===== src/rtl/dbell_pkg.sv =====
package dbell_pkg;

  // Message type codes carried in the operand type field
  localparam int CODE_DBELL      = 0;
  localparam int CODE_DBELL_CRIT = 1;
  localparam int CODE_GUEST      = 2;
  localparam int CODE_GUEST_CRIT = 3;
  localparam int CODE_GUEST_MC   = 4;

  // Decoded doorbell class
  typedef enum logic [1:0] {
    KIND_NONE   = 2'd0,
    KIND_NORMAL = 2'd1,
    KIND_CRIT   = 2'd2
  } dbKind_e;

  // Per-core strobes handed from control to datapath
  typedef struct packed {
    logic setNorm;
    logic setCrit;
    logic clrNorm;
    logic clrCrit;
  } coreStrobe_t;

endpackage


===== src/rtl/dbell_ctrl.sv =====
module dbell_ctrl
  import dbell_pkg::*;
#(
  parameter int NUM_CORES = 4,
  parameter int OP_W      = 32,
  parameter int TAG_W     = 14,
  parameter int TYPE_W    = 5,
  parameter int TYPE_LSB  = 27,
  parameter int BCAST_POS = 26,
  localparam int CORE_IDX_W = (NUM_CORES > 1) ? $clog2(NUM_CORES) : 1
) (
  input  logic                       sendValid,
  input  logic [OP_W-1:0]            sendOperand,
  input  logic                       clearValid,
  input  logic [CORE_IDX_W-1:0]      clearCore,
  input  logic [OP_W-1:0]            clearOperand,
  input  logic [NUM_CORES*TAG_W-1:0] coreIdFlat,
  output coreStrobe_t                strobes [NUM_CORES]
);

  // Maps a type code to a doorbell class; guest and unassigned codes give none
  function automatic dbKind_e decodeKind(input logic [TYPE_W-1:0] code);
    dbKind_e kind;
    kind = KIND_NONE;
    if (code == TYPE_W'(CODE_DBELL))      kind = KIND_NORMAL;
    if (code == TYPE_W'(CODE_DBELL_CRIT)) kind = KIND_CRIT;
    return kind;
  endfunction

  logic [TYPE_W-1:0] sendType;
  logic [TYPE_W-1:0] clearType;
  logic [TAG_W-1:0]  sendTag;
  logic              sendBcast;
  dbKind_e           sendKind;
  dbKind_e           clearKind;
  logic              sendLive;
  logic              clearLive;
  logic              unusedOperandBits;

  assign sendType  = sendOperand[TYPE_LSB +: TYPE_W];
  assign clearType = clearOperand[TYPE_LSB +: TYPE_W];
  assign sendTag   = sendOperand[TAG_W-1:0];
  assign sendBcast = sendOperand[BCAST_POS];

  assign sendKind  = decodeKind(sendType);
  assign clearKind = decodeKind(clearType);

  assign sendLive  = sendValid  && (sendKind  != KIND_NONE);
  assign clearLive = clearValid && (clearKind != KIND_NONE);

  // Reserved operand bits carry no meaning for this unit
  assign unusedOperandBits = ^{sendOperand, clearOperand};

  for (genvar coreIdx = 0; coreIdx < NUM_CORES; coreIdx++) begin : g_core
    logic idMatch;
    logic targeted;
    logic isIssuer;

    assign idMatch  = (coreIdFlat[coreIdx*TAG_W +: TAG_W] == sendTag);
    assign targeted = sendLive && (sendBcast || idMatch);
    assign isIssuer = clearLive && (clearCore == CORE_IDX_W'(coreIdx));

    always_comb begin
      strobes[coreIdx].setNorm = targeted && (sendKind == KIND_NORMAL);
      strobes[coreIdx].setCrit = targeted && (sendKind == KIND_CRIT);
      strobes[coreIdx].clrNorm = isIssuer && (clearKind == KIND_NORMAL);
      strobes[coreIdx].clrCrit = isIssuer && (clearKind == KIND_CRIT);
    end
  end

endmodule


===== src/rtl/dbell_datapath.sv =====
module dbell_datapath
  import dbell_pkg::*;
#(
  parameter int NUM_CORES = 4
) (
  input  logic                 clk,
  input  logic                 rstN,
  input  coreStrobe_t          strobes [NUM_CORES],
  output logic [NUM_CORES-1:0] pendNormal,
  output logic [NUM_CORES-1:0] pendCrit,
  output logic [NUM_CORES-1:0] hardIrqPulse
);

  for (genvar coreIdx = 0; coreIdx < NUM_CORES; coreIdx++) begin : g_core
    logic normNext;
    logic critNext;
    logic irqNext;

    // A set in the same cycle overrides a clear of the same bit
    assign normNext = strobes[coreIdx].setNorm ||
                      (pendNormal[coreIdx] && !strobes[coreIdx].clrNorm);
    assign critNext = strobes[coreIdx].setCrit ||
                      (pendCrit[coreIdx] && !strobes[coreIdx].clrCrit);
    assign irqNext  = strobes[coreIdx].setNorm || strobes[coreIdx].setCrit;

    always_ff @(posedge clk or negedge rstN) begin
      if (!rstN) begin
        pendNormal[coreIdx]   <= 1'b0;
        pendCrit[coreIdx]     <= 1'b0;
        hardIrqPulse[coreIdx] <= 1'b0;
      end else begin
        pendNormal[coreIdx]   <= normNext;
        pendCrit[coreIdx]     <= critNext;
        hardIrqPulse[coreIdx] <= irqNext;
      end
    end
  end

endmodule


===== src/rtl/dbell_msg_unit.sv =====
module dbell_msg_unit
  import dbell_pkg::*;
#(
  parameter int NUM_CORES = 4,
  parameter int OP_W      = 32,
  parameter int TAG_W     = 14,
  parameter int TYPE_W    = 5,
  parameter int TYPE_LSB  = 27,
  parameter int BCAST_POS = 26,
  localparam int CORE_IDX_W = (NUM_CORES > 1) ? $clog2(NUM_CORES) : 1
) (
  input  logic                       clk,
  input  logic                       rstN,
  input  logic                       sendValid,
  input  logic [OP_W-1:0]            sendOperand,
  input  logic                       clearValid,
  input  logic [CORE_IDX_W-1:0]      clearCore,
  input  logic [OP_W-1:0]            clearOperand,
  input  logic [NUM_CORES*TAG_W-1:0] coreIdFlat,
  output logic [NUM_CORES-1:0]       pendNormal,
  output logic [NUM_CORES-1:0]       pendCrit,
  output logic [NUM_CORES-1:0]       hardIrqPulse
);

  coreStrobe_t strobes [NUM_CORES];

  dbell_ctrl #(
    .NUM_CORES(NUM_CORES),
    .OP_W     (OP_W),
    .TAG_W    (TAG_W),
    .TYPE_W   (TYPE_W),
    .TYPE_LSB (TYPE_LSB),
    .BCAST_POS(BCAST_POS)
  ) ctrl_i (
    .sendValid   (sendValid),
    .sendOperand (sendOperand),
    .clearValid  (clearValid),
    .clearCore   (clearCore),
    .clearOperand(clearOperand),
    .coreIdFlat  (coreIdFlat),
    .strobes     (strobes)
  );

  dbell_datapath #(
    .NUM_CORES(NUM_CORES)
  ) dp_i (
    .clk         (clk),
    .rstN        (rstN),
    .strobes     (strobes),
    .pendNormal  (pendNormal),
    .pendCrit    (pendCrit),
    .hardIrqPulse(hardIrqPulse)
  );

endmodule


===== config.mk =====
export PLATFORM = sky130hd
export DESIGN_NAME = dbell_msg_unit
export DESIGN_NICKNAME = d
export VERILOG_FILES = /design/src/rtl/dbell_pkg.sv /design/src/rtl/dbell_ctrl.sv /design/src/rtl/dbell_datapath.sv /design/src/rtl/dbell_msg_unit.sv
export SDC_FILE = /design/constraint.sdc
export NUM_CORES = 1
export LEC_CHECK = 0
export ABC_AREA = 1
export BUFFER_PORTS_ARGS = -buffer_cell sky130_fd_sc_hd__buf_2
export CORE_UTILIZATION = 39
export DETAILED_ROUTE_END_ITERATION = 12
export PLACE_DENSITY = 0.81
export SETUP_SLACK_MARGIN = 0.5
export SLEW_MARGIN = 20
export SYNTH_ARGS = -nofsm -noshare
export SYNTH_HDL_FRONTEND = slang
export SYNTH_SLANG_ARGS = --single-unit
export TNS_END_PERCENT = 30

===== constraint.sdc =====
create_clock -name clk -period 0.8 [get_ports clk]
set_input_delay 0.08 -clock clk [delete_from_list [all_inputs] [get_ports clk]]
set_output_delay 0.08 -clock clk [all_outputs]
set_load 0.05 [all_outputs]

==> metrics.md <==
| Metric | Value |
|---|---|
| Cell Area, Synth | `1640 um^2` |
| Vias | `approximately 2200` |
| Pin count of the biggest net entering global routing | `13` |
| Buf+Inv Stages, Crit Path | `1` |
| Critical path fanouts, max | `2` |
| Htree depth | `1` |
| Sequential area share after synthesis | `a little under a fifth` |
| RePlAce Congestion | `0.857` |
| Top delay family on crit path | `flip-flops` |
| Crit path DAT | `slightly above 800 ps` |
| Drt wl/cell | `between 9 and 10 um` |
| Reg area | `~300 um^2` |
| Synth-to-layout area growth | `54.6%` |
| Die Y | `66.8 um` |
| Placed cell count | `478` |
| Slowest-stage cell, CP | `dfrtp_1` |
| Die X | `66.8 um` |
| Syn_area_per_cell | `4.95 um^2` |
| Worst EP required | `around 720 ps` |
| Worst-margin pin slew | `between 200 and 300 ps` |
| Num rows | `23` |
| Non-filler instance count after layout | `between 400 and 500` |
| Worst hold slack | `-299 ps` |
| Asr flop ratio synth | `100%` |
| Total CTS buffers | `3` |
| Core footprint | `roughly 4000 um^2` |
| Port bufs | `98` |
| I/O pin cnt | `about 140` |
| Final number of hold-violating endpoints | `12` |
| Clk root buf | `clkbuf_8` |
| DRT iter0 DRCs | `about 60` |
| Reg clk slew, reported paths | `60 ps` |
| Seq cells post-synth | `12` |
| Kind of critical path | `reg2out` |
| Layout cells sized above 1 | `between 30% and 40%` |
| Multi-input logic area | `1170 um^2` |
| Pwr dens | `approximately 920 nW/um^2` |
| Nets | `560` |
| Setup violators final | `19` |
| YS warnings | `0` |
| Relative slew slack | `around 82%` |
| Yosys cell types | `18` |
| P_leak | `1.63 nW` |
| Tcrit/Tclk final | `111%` |
| GR Overflow Total | `0` |
| # diodes | `0` |
| Vias per cell | `around 4.5` |
| Detail Route Antenna Nets | `0` |
| Hold/Removal Path Class | `in2async` |
| # clock sinks | `12` |
| Filler cell count | `380` |
| Routed WL | `4.73 mm` |
| Final Skew | `0 ps` |
| Insertion delay to the later sink of the worst-skew pair | `240 ps` |
| DRC | `0` |
| Fin crit period | `891 ps` |
| Ys flop type | `dfrtp_1` |
| Final core utilization | `between 60% and 70%` |
| Total track usage | `a little over a fifth` |
| Total of max-cap violations | `0` |
| Number of global-route vias before repair | `1925` |
| Critical-path cell list | `buf_6` |
| CP endpoint kind | `output port` |
| HPWL Detailed | `about 3.8 mm` |
| Post-synth EDFFs | `0` |
| Initial Util | `about two fifths` |
| Setup crit start kind | `flop` |
| Net count after synthesis | `about 460` |
| CTS tree | `built` |
| Peak Freq | `approximately 1100 MHz` |
| Max Slew Vio Count | `0` |
| Failing checks | `hold timing, setup timing` |
| Die ar. | `around 4500 um^2` |
| Synthesized instance count | `between 300 and 400` |
| Max VDD drop | `approximately 570 uV` |
| Final WS setup | `-90.8 ps` |
| Slowest stage delay, CP | `400 ps` |
| Post-Place Worst Slack | `-329 ps` |
| First-pass GRT wire length | `7.23 mm` |
| Clock tree buffer depth | `2` |
| Initial antenna violation count | `0` |
| 1st-pass router iterations | `4` |
| R2r setup slk | `approximately 30 ps` |
| Outcome | `complete, but fails checks` |
| RSZ-0062 raised after global routing | `true` |
## path summary, 6_finish.rpt
path                                     from              endpoint  cells past startpoint
setup / recovery             dp_i.pendCrit[0]           pendCrit[0]                      1
hold / removal                           rstN    dp_i.pendNormal[1]                      1
setup reg to reg             dp_i.pendCrit[2]      dp_i.pendCrit[2]                      3
hold reg to reg            dp_i.pendNormal[1]    dp_i.pendNormal[1]                      2
max in group asynchronous                rstN  dp_i.hardIrqPulse[2]                      1
min in group clk                    sendValid    dp_i.pendNormal[1]                      3
## layout make-up
cell class                      count  area share [%]
Inverter                           64            9.98
Timing Repair Buffer              101            27.5
Clock buffer                        4            2.17
Multi-Input combinational cell    252            46.0
Tap cell                           50            2.47
Sequential cell                    12            11.9
## routing by layer
layer  share of wire (%)  up-vias  wire [um]  GRT usage (%)
met5                   0        -          0              0
met4                 2.4        0        115           8.51
met3                 5.3       10        250           2.57
met2                  53       80       2500           39.5
met1                  39      904       1870           22.8
li1                    -     1164          -              -
## sequential cells by signal, indices dropped and copies added (netlist names)
name	flops
dp_i.hardIrqPulse	4
dp_i.pendCrit	4
dp_i.pendNormal	4
## through the flow
step           setup TNS, ps  hold WS [ps]  total power (W)  area, um^2
2_1_floorplan          -1220          -216          0.00115        1640
3_3_place_gp           -3120         -38.3          0.00151        2190
3_5_place_dp           -3530         -32.3          0.00153        2190
4_1_cts                -1240          -296          0.00225        2350
5_1_grt                -1880          -280          0.00249        2530
6_report               -1050          -299          0.00233        2530
## cell usage after synthesis, types with 2 or more instances
cell	n	share of area, %
nand2_1	178	41
inv_1	50	11
nor2_1	33	7.6
inv_2	14	3.2
dfrtp_1	12	18
nand3_1	12	3.7
o21ai_1	8	2.4
xnor2_1	8	4.3
a21boi_1	4	1.8
buf_2	2	0.61
or2_1	2	0.76
or2_4	2	1.1
## power by group
group          internal [W]  total [W]  switching (W)  leakage, nW
sequential         0.000629   0.000644      0.0000152        0.165
combinational      0.000463    0.00101       0.000548         1.43
clock              0.000436   0.000680       0.000244       0.0288
## logic make-up after synthesis
kind of cell,count (synthesis),synth area share [%]
and+or+nand+nor,232,57.2
xor gates and xnor gates,8,4.27
DFF,12,18.3
buffers and inverters,67,16.0
AOI/OAI and AO/OA,12,4.27
## cells in the final DEF, fill, tap and decap left out, types with 2 or more instances in the layout
cell / instances
a21boi_2: 4
buf_2: 70
buf_4: 5
buf_6: 23
buf_8: 2
clkbuf_8: 4
dfrtp_1: 12
inv_1: 50
inv_2: 10
inv_4: 3
nand2_1: 166
nand2_2: 12
nand3_1: 9
nand3_2: 3
nor2_1: 26
nor2_2: 7
o21ai_1: 8
or2_1: 2
or2_4: 2
xnor2_1: 8
## worst reg2reg max path, cell delays in order (launching register included)
cell,delay (ps)
dfrtp_1,390
buf_4,140
o21ai_1,70
nand2_1,60
## repair_timing
item                       in CTS  in global routing
setup endpoints to repair      24                 24
resized for setup              30                 55
setup buffers                   1                  0
hold endpoints to repair       12                 12
pin swaps                       2                 16
No activity file was read; power rests on OpenSTA's default activity.
